$ cat config.mk
export PLATFORM = sky130hd
export DESIGN_NAME = osc_trim_loop
export DESIGN_NICKNAME = d
export VERILOG_FILES = /design/src/rtl/osc_trim_pkg.sv /design/src/rtl/osc_edge_sync.sv /design/src/rtl/osc_period_capture.sv /design/src/rtl/osc_period_window.sv /design/src/rtl/osc_trim_ctrl.sv /design/src/rtl/osc_trim_loop.sv
export SDC_FILE = /design/constraint.sdc
export NUM_CORES = 1
export LEC_CHECK = 0
export CAP_MARGIN = 5
export CORE_MARGIN = 5
export CORE_UTILIZATION = 45
export DETAILED_ROUTE_END_ITERATION = 7
export PLACE_DENSITY = 0.71
export SYNTH_ARGS = -nofsm -noshare
export SYNTH_HDL_FRONTEND = slang
export SYNTH_SLANG_ARGS = --single-unit
$ cat constraint.sdc
create_clock -name clk_i -period 9.3 [get_ports clk_i]
set_input_delay 0.93 -clock clk_i [delete_from_list [all_inputs] [get_ports clk_i]]
set_output_delay 0.93 -clock clk_i [all_outputs]
set_load 0.02 [all_outputs]
$ cat src/rtl/osc_trim_pkg.sv
package osc_trim_pkg;
  typedef enum logic [1:0] {
    VERDICT_IN    = 2'd0,
    VERDICT_LONG  = 2'd1,
    VERDICT_SHORT = 2'd2
  } verdict_e;
endpackage

$ cat src/rtl/osc_edge_sync.sv
module osc_edge_sync #(
  parameter int SYNC_N = 2
) (
  input  logic clk_i,
  input  logic rst_ni,
  input  logic async_i,
  output logic rise_o
);
  logic [SYNC_N:0] sh_q;

  always_ff @(posedge clk_i or negedge rst_ni) begin
    if (!rst_ni) sh_q <= '0;
    else         sh_q <= {sh_q[SYNC_N-1:0], async_i};
  end

  // top stage only delays the synchronized level for edge detection
  assign rise_o = sh_q[SYNC_N-1] & ~sh_q[SYNC_N];

  a_r2_rise_isolated: assert property (@(posedge clk_i) disable iff (!rst_ni)
    rise_o |=> !rise_o);
endmodule

$ cat src/rtl/osc_period_capture.sv
module osc_period_capture #(
  parameter int CNT_W = 16
) (
  input  logic             clk_i,
  input  logic             rst_ni,
  input  logic             rise_i,
  output logic [CNT_W-1:0] period_o,
  output logic             valid_o
);
  logic [CNT_W-1:0] cnt_q, cap_q, per_q;
  logic             have_q, valid_q;

  always_ff @(posedge clk_i or negedge rst_ni) begin
    if (!rst_ni) begin
      cnt_q   <= '0;
      cap_q   <= '0;
      per_q   <= '0;
      have_q  <= 1'b0;
      valid_q <= 1'b0;
    end else begin
      cnt_q   <= cnt_q + {{(CNT_W-1){1'b0}}, 1'b1};
      valid_q <= 1'b0;
      if (rise_i) begin
        cap_q  <= cnt_q;
        have_q <= 1'b1;
        if (have_q) begin
          per_q   <= cnt_q - cap_q;
          valid_q <= 1'b1;
        end
      end
    end
  end

  assign period_o = per_q;
  assign valid_o  = valid_q;

  a_r2_valid_after_edge: assert property (@(posedge clk_i) disable iff (!rst_ni)
    valid_o |-> $past(rise_i));
  a_r2_valid_one_cycle: assert property (@(posedge clk_i) disable iff (!rst_ni)
    valid_o |=> !valid_o);
  a_r2_period_held: assert property (@(posedge clk_i) disable iff (!rst_ni)
    !valid_o |-> $stable(period_o));
endmodule

$ cat src/rtl/osc_period_window.sv
module osc_period_window
  import osc_trim_pkg::*;
#(
  parameter int CNT_W = 16
) (
  input  logic [CNT_W-1:0] period_i,
  input  logic [CNT_W-1:0] target_i,
  input  logic [CNT_W-1:0] tol_i,
  output verdict_e         verdict_o
);
  localparam int EXT_W = CNT_W + 1;

  logic [EXT_W-1:0] hi, lo, per_x;

  always_comb begin
    per_x = {1'b0, period_i};
    hi    = {1'b0, target_i} + {1'b0, tol_i};
    lo    = (tol_i > target_i) ? '0 : ({1'b0, target_i} - {1'b0, tol_i});
    if (per_x > hi)      verdict_o = VERDICT_LONG;
    else if (per_x < lo) verdict_o = VERDICT_SHORT;
    else                 verdict_o = VERDICT_IN;
  end
endmodule

$ cat src/rtl/osc_trim_ctrl.sv
module osc_trim_ctrl
  import osc_trim_pkg::*;
#(
  parameter int TRIM_W     = 4,
  parameter int TRIM_RESET = 8,
  parameter int LOCK_N     = 3
) (
  input  logic              clk_i,
  input  logic              rst_ni,
  input  logic              valid_i,
  input  verdict_e          verdict_i,
  output logic [TRIM_W-1:0] trim_o,
  output logic              locked_o
);
  localparam int                LOCK_W   = $clog2(LOCK_N + 1);
  localparam logic [TRIM_W-1:0] TRIM_MAX = '1;
  localparam logic [TRIM_W-1:0] TRIM_ONE = {{(TRIM_W-1){1'b0}}, 1'b1};
  localparam logic [LOCK_W-1:0] LOCK_TOP = LOCK_W'(LOCK_N);
  localparam logic [LOCK_W-1:0] LOCK_ONE = {{(LOCK_W-1){1'b0}}, 1'b1};

  logic [TRIM_W-1:0] trim_q;
  logic [LOCK_W-1:0] lock_q;
  logic              skip_q;

  always_ff @(posedge clk_i or negedge rst_ni) begin
    if (!rst_ni) begin
      trim_q <= TRIM_W'(TRIM_RESET);
      lock_q <= '0;
      skip_q <= 1'b0;
    end else if (valid_i) begin
      if (skip_q) begin
        skip_q <= 1'b0;  // interval straddled the last trim step
      end else begin
        unique case (verdict_i)
          VERDICT_LONG: begin
            lock_q <= '0;
            if (trim_q != '0) begin
              trim_q <= trim_q - TRIM_ONE;
              skip_q <= 1'b1;
            end
          end
          VERDICT_SHORT: begin
            lock_q <= '0;
            if (trim_q != TRIM_MAX) begin
              trim_q <= trim_q + TRIM_ONE;
              skip_q <= 1'b1;
            end
          end
          default: begin
            if (lock_q != LOCK_TOP) lock_q <= lock_q + LOCK_ONE;
          end
        endcase
      end
    end
  end

  assign trim_o   = trim_q;
  assign locked_o = (lock_q == LOCK_TOP);

  a_r3_trim_only_on_valid: assert property (@(posedge clk_i) disable iff (!rst_ni)
    !valid_i |=> $stable(trim_q));
  a_r5_single_step: assert property (@(posedge clk_i) disable iff (!rst_ni)
    !$stable(trim_q) |-> (({1'b0, trim_q} == {1'b0, $past(trim_q)} + 1) ||
                          ({1'b0, trim_q} + 1 == {1'b0, $past(trim_q)})));
  a_r6_discard_holds: assert property (@(posedge clk_i) disable iff (!rst_ni)
    (valid_i && skip_q) |=> ($stable(trim_q) && $stable(locked_o)));
  a_r7_lock_drops: assert property (@(posedge clk_i) disable iff (!rst_ni)
    (valid_i && !skip_q && verdict_i != VERDICT_IN) |=> !locked_o);
  a_r8_in_window_holds: assert property (@(posedge clk_i) disable iff (!rst_ni)
    (valid_i && verdict_i == VERDICT_IN) |=> $stable(trim_q));
endmodule

$ cat src/rtl/osc_trim_loop.sv
module osc_trim_loop
  import osc_trim_pkg::*;
#(
  parameter int CNT_W      = 16,
  parameter int TRIM_W     = 4,
  parameter int TRIM_RESET = 8,
  parameter int LOCK_N     = 3,
  parameter int SYNC_N     = 2
) (
  input  logic              clk_i,
  input  logic              rst_ni,
  input  logic              slow_clk_i,
  input  logic [CNT_W-1:0]  target_i,
  input  logic [CNT_W-1:0]  tol_i,
  output logic [TRIM_W-1:0] trim_o,
  output logic [CNT_W-1:0]  period_o,
  output logic              period_valid_o,
  output logic              locked_o
);
  logic     rise;
  verdict_e verdict;

  osc_edge_sync #(.SYNC_N(SYNC_N)) i_sync (
    .clk_i   (clk_i),
    .rst_ni  (rst_ni),
    .async_i (slow_clk_i),
    .rise_o  (rise)
  );

  osc_period_capture #(.CNT_W(CNT_W)) i_capture (
    .clk_i    (clk_i),
    .rst_ni   (rst_ni),
    .rise_i   (rise),
    .period_o (period_o),
    .valid_o  (period_valid_o)
  );

  osc_period_window #(.CNT_W(CNT_W)) i_window (
    .period_i  (period_o),
    .target_i  (target_i),
    .tol_i     (tol_i),
    .verdict_o (verdict)
  );

  osc_trim_ctrl #(
    .TRIM_W     (TRIM_W),
    .TRIM_RESET (TRIM_RESET),
    .LOCK_N     (LOCK_N)
  ) i_ctrl (
    .clk_i     (clk_i),
    .rst_ni    (rst_ni),
    .valid_i   (period_valid_o),
    .verdict_i (verdict),
    .trim_o    (trim_o),
    .locked_o  (locked_o)
  );

  a_r1_no_early_lock: assert property (@(posedge clk_i) disable iff (!rst_ni)
    $rose(locked_o) |-> $past(period_valid_o));
endmodule

==> results of run 1 <==
## power groups by stage
| stage | clock network (mW) | registers (mW) | logic, mW |
|---|---|---|---|
| 2_1_floorplan | 0 | 0.351 | 0.287 |
| 3_3_place_gp | 0 | 0.335 | 0.428 |
| 3_5_place_dp | 0 | 0.337 | 0.447 |
| 4_1_cts | 0.381 | 0.333 | 0.454 |
| 5_1_grt | 0.392 | 0.338 | 0.505 |
| 6_report | 0.372 | 0.333 | 0.453 |
## cell usage in the layout, fill, tap and decap left out, types with 8 or more instances in the layout
| master | Yosys | layout |
|---|---|---|
| clkdlybuf4s50_1 | 0 | 55 |
| a21o_1 | 13 | 13 |
| ha_1 | 82 | 82 |
| nand3_1 | 19 | 19 |
| o21a_1 | 8 | 8 |
| nand4_1 | 9 | 9 |
| nor2_1 | 48 | 48 |
| dfrtp_1 | 59 | 59 |
| o21ai_0 | 44 | 44 |
| nand2b_1 | 11 | 11 |
| clkbuf_16 | 0 | 9 |
| xor2_1 | 19 | 19 |
| a21oi_1 | 30 | 30 |
| nor3_1 | 8 | 8 |
| inv_1 | 55 | 55 |
| nor2b_1 | 8 | 8 |
| nand2_1 | 69 | 69 |
| xnor2_1 | 32 | 32 |
## logic make-up after synthesis
group | Yosys count
AOI/OAI and AO/OA | 150
xor gates and xnor gates | 51
adders and majority gates | 86
buffers and inverters | 72
DFF | 60
muxes | 6
and+or+nand+nor | 193
## worst max-delay path, delay by kind of cell
family / cells / cell delay [ps]
AOI/OAI and AO/OA: 9 / 2030
xor gates and xnor gates: 1 / 120
adders and majority gates: 4 / 1160
buffers and inverters: 2 / 540
and+or+nand+nor: 9 / 1580
## layer usage
metal | up-vias | share of wire | GRT usage
met4 | 0 | 0.024 | 0.0702
met3 | 21 | 0.037 | 0.0365
met5 | - | 0 | 0
met2 | 66 | 0.50 | 0.308
li1 | 2260 | - | -
met1 | 2071 | 0.44 | 0.195
## flip-flops by register name (all words and copies together), names as in the netlist
signal / flops
i_capture.cap_q: 16
i_capture.cnt_q: 16
i_capture.have_q: 1
i_capture.period_o: 16
i_capture.valid_o: 1
i_ctrl.lock_q: 2
i_ctrl.skip_q: 1
i_ctrl.trim_o: 4
i_sync.sh_q: 3
## through the flow
step / cells / utilization / hold WS, ps / total power [mW]
global placement: 803 / 0.522 / 334 / 0.762
floorplan: 618 / - / 331 / 0.637
global route: 819 / 0.551 / 359 / 1.23
finish: 819 / 0.551 / 352 / 1.16
detailed placement: 803 / 0.522 / 347 / 0.784
CTS: 819 / 0.551 / 359 / 1.17
## how the worst min path moves through the flow
stage	startpoint	cells after the start	slack, ps	endpoint
after floorplan	i_sync.sh_q[0]	0	330	i_sync.sh_q[1]
after global placement	i_sync.sh_q[0]	0	330	i_sync.sh_q[1]
after detailed placement	i_sync.sh_q[0]	0	350	i_sync.sh_q[1]
after CTS	i_sync.sh_q[0]	0	360	i_sync.sh_q[1]
after global routing	i_sync.sh_q[0]	0	360	i_sync.sh_q[1]
final	i_sync.sh_q[0]	0	350	i_sync.sh_q[1]
## area by class of cell
class,instances,share of cell area
Clock inverter,4,0.0154
Inverter,56,0.0331
Clock buffer,12,0.0373
Tap cell,143,0.0282
Multi-Input combinational cell,486,0.559
Sequential cell,60,0.237
Timing Repair Buffer,58,0.0899
==> out/results.tsv, run 1 <==
metric	value	unit
status	finished, final reports clean	
synth_top_family_by_area	adder cells	
clkPwrFrac	0.321	
die_height	119	um
synth_xor_area_frac	0.0838	
rsz0062_at_grt	no	
antenna_found_initial	0	
setup_viol_count_final	0	
dieArea	14100	um^2
clk_path_buf_depth	2	
hpwl	9340	um
reg2reg_depth	13	
ys_types	64	
synthMostInstantiatedCell	ha_1	
vias	4418	
synthTopCellsByCount	ha_1 (82), nand2_1 (69), dfrtp_1 (59)	
leakagePower	2.94	nW
seq_area	1500	um^2
nFillCells	1016	
min_period_over_period	0.658	
multi_input_area	3550	um^2
place_area	6010	um^2
switching_power	0.392	mW
grt_pass1_wl	20300	um
antennaDiodeCount	0	
grt_use_total	0.170	
synth-seq-cells	60	
cts_setup_buffers	0	
critPathKind	in -> reg	
intPower	0.766	mW
final_nets	792	
cp-end-kind	flip-flop	
clock_sinks	60	
synth-edff-count	0	
pin_count	57	
final.setup.worst_slack	3180	ps
tightest_slew	857	ps
ys_top_cells_by_area	dfrtp_1 (28%), ha_1 (19%), xnor2_1 (5.3%), nand2_1 (4.9%), o21ai_0 (4.1%)	
cp_data_required_time	9550	ps
numPortBuffers	56	
start_util	0.463	
cts_resized	0	
crit_path_max_fanout	5	
layout-area-overhead-vs-synth	19.0	%
cp-endpoint	i_ctrl.trim_o[3]	
drt.antenna.violating_nets	0	
root_buffer	clkbuf_16	
synthArstFlopShare	1.00	
synth_warnings	0	
min_period	6120	ps
slew_headroom	0.427	
avgRoutedWirePerCell	14.2	um
overflow	0	
core	11500	um^2
worst_setup_path_start_kind	input port	
finalClockSkew	3.99	ps
via_per_inst	5.39	
syn_nets	739	
seqPwrFrac	0.287	
fin_area	6350	um^2
row_count	39	
powerDensity	183	nW/um^2
syn_area_per_cell	8.63	um^2
grt_max_degree	61	
first_pass_iters	4	
pwr-share-comb	0.391	
tns	0	ps
drtIter0Drc	281	
drive_gt1_frac	0.0533	
synth_top_cell_by_area	dfrtp_1	
ff2ff_setup_slack	5730	ps
path_common_cell	nor2_1	
dp_slack	2880	ps
synthSimpleGateAreaFrac	0.169	
die_x	119	um
crit_start	tol_i[0]	
fmax	163	MHz
ctsHoldBuffers	0	
clock_latency	330	ps
ys_seq_area_frac	0.282	
htreeDepth	3	
synth_compound_area_frac	0.192	
synthCells	618	
wirelength	11700	um
switching_share	0.338	
synth_top_area_share	0.277	
max-cap-violations	0	
route.detailed.drc	0	
grt_pass1_vias	4525	
synth_top_flop_cell	dfrtp_1	
critPathMaxStageDelay	590	ps
cp_data_arrival_time	6370	ps
min_path_type	reg -> reg	
vdd_ir_drop_max	0.0000971	V
r2r_end	i_ctrl.trim_o[3]	
hold_viol	0	
netlist_area	5330	um^2
slowest_stage	or4_1	
globalplace.congestion	0.852	
drv_slew	0	
synthMuxAreaShare	0.0131	
r2r-start	i_capture.period_o[12]	
cts_tree	done	
cts_made_buffers	9	
yosys.area_share.adder	0.207	
clkSlewWorstSetupHoldPaths	50	ps
Note: power is estimated with default switching activity, not from simulation.
==> inputs of run 2 (changes only) <==
--- a/config.mk
+++ b/config.mk
@@ -9,7 +9,7 @@
 export CORE_MARGIN = 5
 export CORE_UTILIZATION = 45
 export DETAILED_ROUTE_END_ITERATION = 7
-export PLACE_DENSITY = 0.71
+export PLACE_DENSITY = 0.73
 export SYNTH_ARGS = -nofsm -noshare
 export SYNTH_HDL_FRONTEND = slang
 export SYNTH_SLANG_ARGS = --single-unit
==> constraint.sdc (replaced) <==
create_clock -name clk_i -period 5.05 [get_ports clk_i]
set_input_delay 0.505 -clock clk_i [delete_from_list [all_inputs] [get_ports clk_i]]
set_output_delay 0.505 -clock clk_i [all_outputs]
set_load 0.02 [all_outputs]
==> out/results.tsv, run 2 (synthesized netlist as in run 1, its figures left out) <==
metric	value	unit	change
core	11500	um^2	unchanged
vdd_ir_drop_max	0.000188	V	+93%
die_x	119	um	unchanged
tns	0	ps	unchanged
grt_pass1_wl	22900	um	+13%
min_period_over_period	0.967		
grt_max_degree	61		unchanged
hold_viol	0		unchanged
reg2reg_depth	14		+1
powerDensity	318	nW/um^2	+74%
leakagePower	3.48	nW	+19%
clk_path_buf_depth	2		unchanged
start_util	0.463		unchanged
antennaDiodeCount	0		unchanged
fmax	205	MHz	
tightest_slew	875	ps	+18.2 ps
cts_tree	done		
critPathKind	in -> reg		
vias	4862		+10%
hpwl	10100	um	+7.9%
clkSlewWorstSetupHoldPaths	50	ps	about the same
final_common_cell	buf_4		
min_path_type	in -> async		
htreeDepth	3		unchanged
pin_count	57		unchanged
instances_no_fill	914		+12%
via_per_inst	5.32		-1.4%
drtIter0Drc	220		-22%
row_count	39		unchanged
setup_viol_count_final	0		unchanged
slew_headroom	0.415		-0.0122
crit_path_max_fanout	3		-2
drt.antenna.violating_nets	0		unchanged
hold_ws	337	ps	-15.3 ps
clock_latency	330	ps	about the same
min_period	4880	ps	
fin_area	7370	um^2	+16%
status	finished, final reports clean		
first_pass_iters	4		unchanged
max-cap-violations	0		unchanged
numPortBuffers	56		unchanged
final_cell_mix	buf_4 (94), nand2_1 (68), ha_1 (67)		
r2r-start	i_capture.period_o[6]		
ff2ff_setup_slack	1790	ps	-3940 ps
die_height	119	um	unchanged
antenna_found_initial	0		unchanged
finalClockSkew	6.43	ps	+2.45 ps
grt_pass1_vias	5049		+12%
ctsHoldBuffers	0		unchanged
clock_sinks	60		unchanged
overflow	0		unchanged
worst_setup_path_start_kind	input port		
r2r_end	i_ctrl.trim_o[3]		
drive_gt1_frac	0.239		+0.185
layout-area-overhead-vs-synth	38.3	%	
final_nets	887		+12%
final_core_utilization	0.640		+0.0891
post-place-cells	872		+8.6%
cp-end-kind	flip-flop		
cts_made_buffers	9		unchanged
route.detailed.drc	0		unchanged
avgRoutedWirePerCell	15.0	um	+5.7%
dieArea	14100	um^2	unchanged
root_buffer	clkbuf_16		
drv_slew	0		unchanged
cp_data_arrival_time	5130	ps	-1240 ps
place_area	6540	um^2	+8.8%
grt_use_total	0.192		+0.0222
cp_data_required_time	5290	ps	-4260 ps
globalplace.congestion	0.918		+7.8%
wirelength	13700	um	+18%
[run 2: changes by cell type in the layout (fill, tap and decap cells not counted), sizes merged]
cell	delta
clkinv	+2
buf	+95
dlygate4sd2	+5
clkdlybuf4s50	-12
dlymetal6s2s	+6
clkdlybuf4s15	+1
bufinv	-2
[run 2: worst max-delay path by stage]
stage | from | end
floorplan | target_i[0] | i_ctrl.trim_o[3]
global placement | target_i[0] | i_ctrl.trim_o[3]
detailed placement | target_i[0] | i_ctrl.trim_o[3]
CTS | tol_i[4] | i_ctrl.trim_o[3]
global route | target_i[6] | i_ctrl.trim_o[3]
finish | target_i[7] | i_ctrl.trim_o[3]
[run 2: critical path: stages]
cell and delay, ps:
clkdlybuf4s50_1 550, ha_4 230, nor2_1 110, a221oi_2 80, or4b_4 540, o22ai_4 190, buf_6 140, o41ai_4 60
xnor2_1 140, ha_1 330, a21o_1 180, a21oi_2 200, nand3b_1 100, a211o_1 260, o311a_1 130, a21o_1 180
ha_1 270, a21o_1 160, a21oi_2 180, nor2_1 60, a221o_1 350, a31oi_1 170
[run 2: where the power goes]
group,internal [mW],total (mW),leakage (nW),switching (mW)
logic,0.588,1.12,2.57,0.536
clock network,0.406,0.601,0.149,0.196
registers,0.539,0.618,0.765,0.0796
[run 2: layout make-up]
type	count	area, um^2
fill	870	4140
multi-input combinational	486	3860
tap	143	179
clock buffer	12	256
timing repair buffer	153	1310
clock inverter	4	47.5
sequential	60	1500
inverter	56	210
[run 2: routing by layer]
layer / wire length [um] / global-route usage
met1: 5750 / 0.221
met2: 6940 / 0.346
met3: 523 / 0.0417
met4: 532 / 0.0811
met5: 0 / 0
[run 2: through the flow]
step,power (mW),setup slack [ps]
3_5_place_dp,1.58,-610
4_1_cts,2.30,34.0
3_3_place_gp,1.52,-405
5_1_grt,2.50,-53.2
6_report,2.34,166
2_1_floorplan,1.17,190
[run 2: what timing repair did]
item	CTS	global route
endpoints found under the setup margin	3	5
pin swaps	34	30
resized for setup	38	41
setup buffers	21	5
hold endpoints to repair	0	0
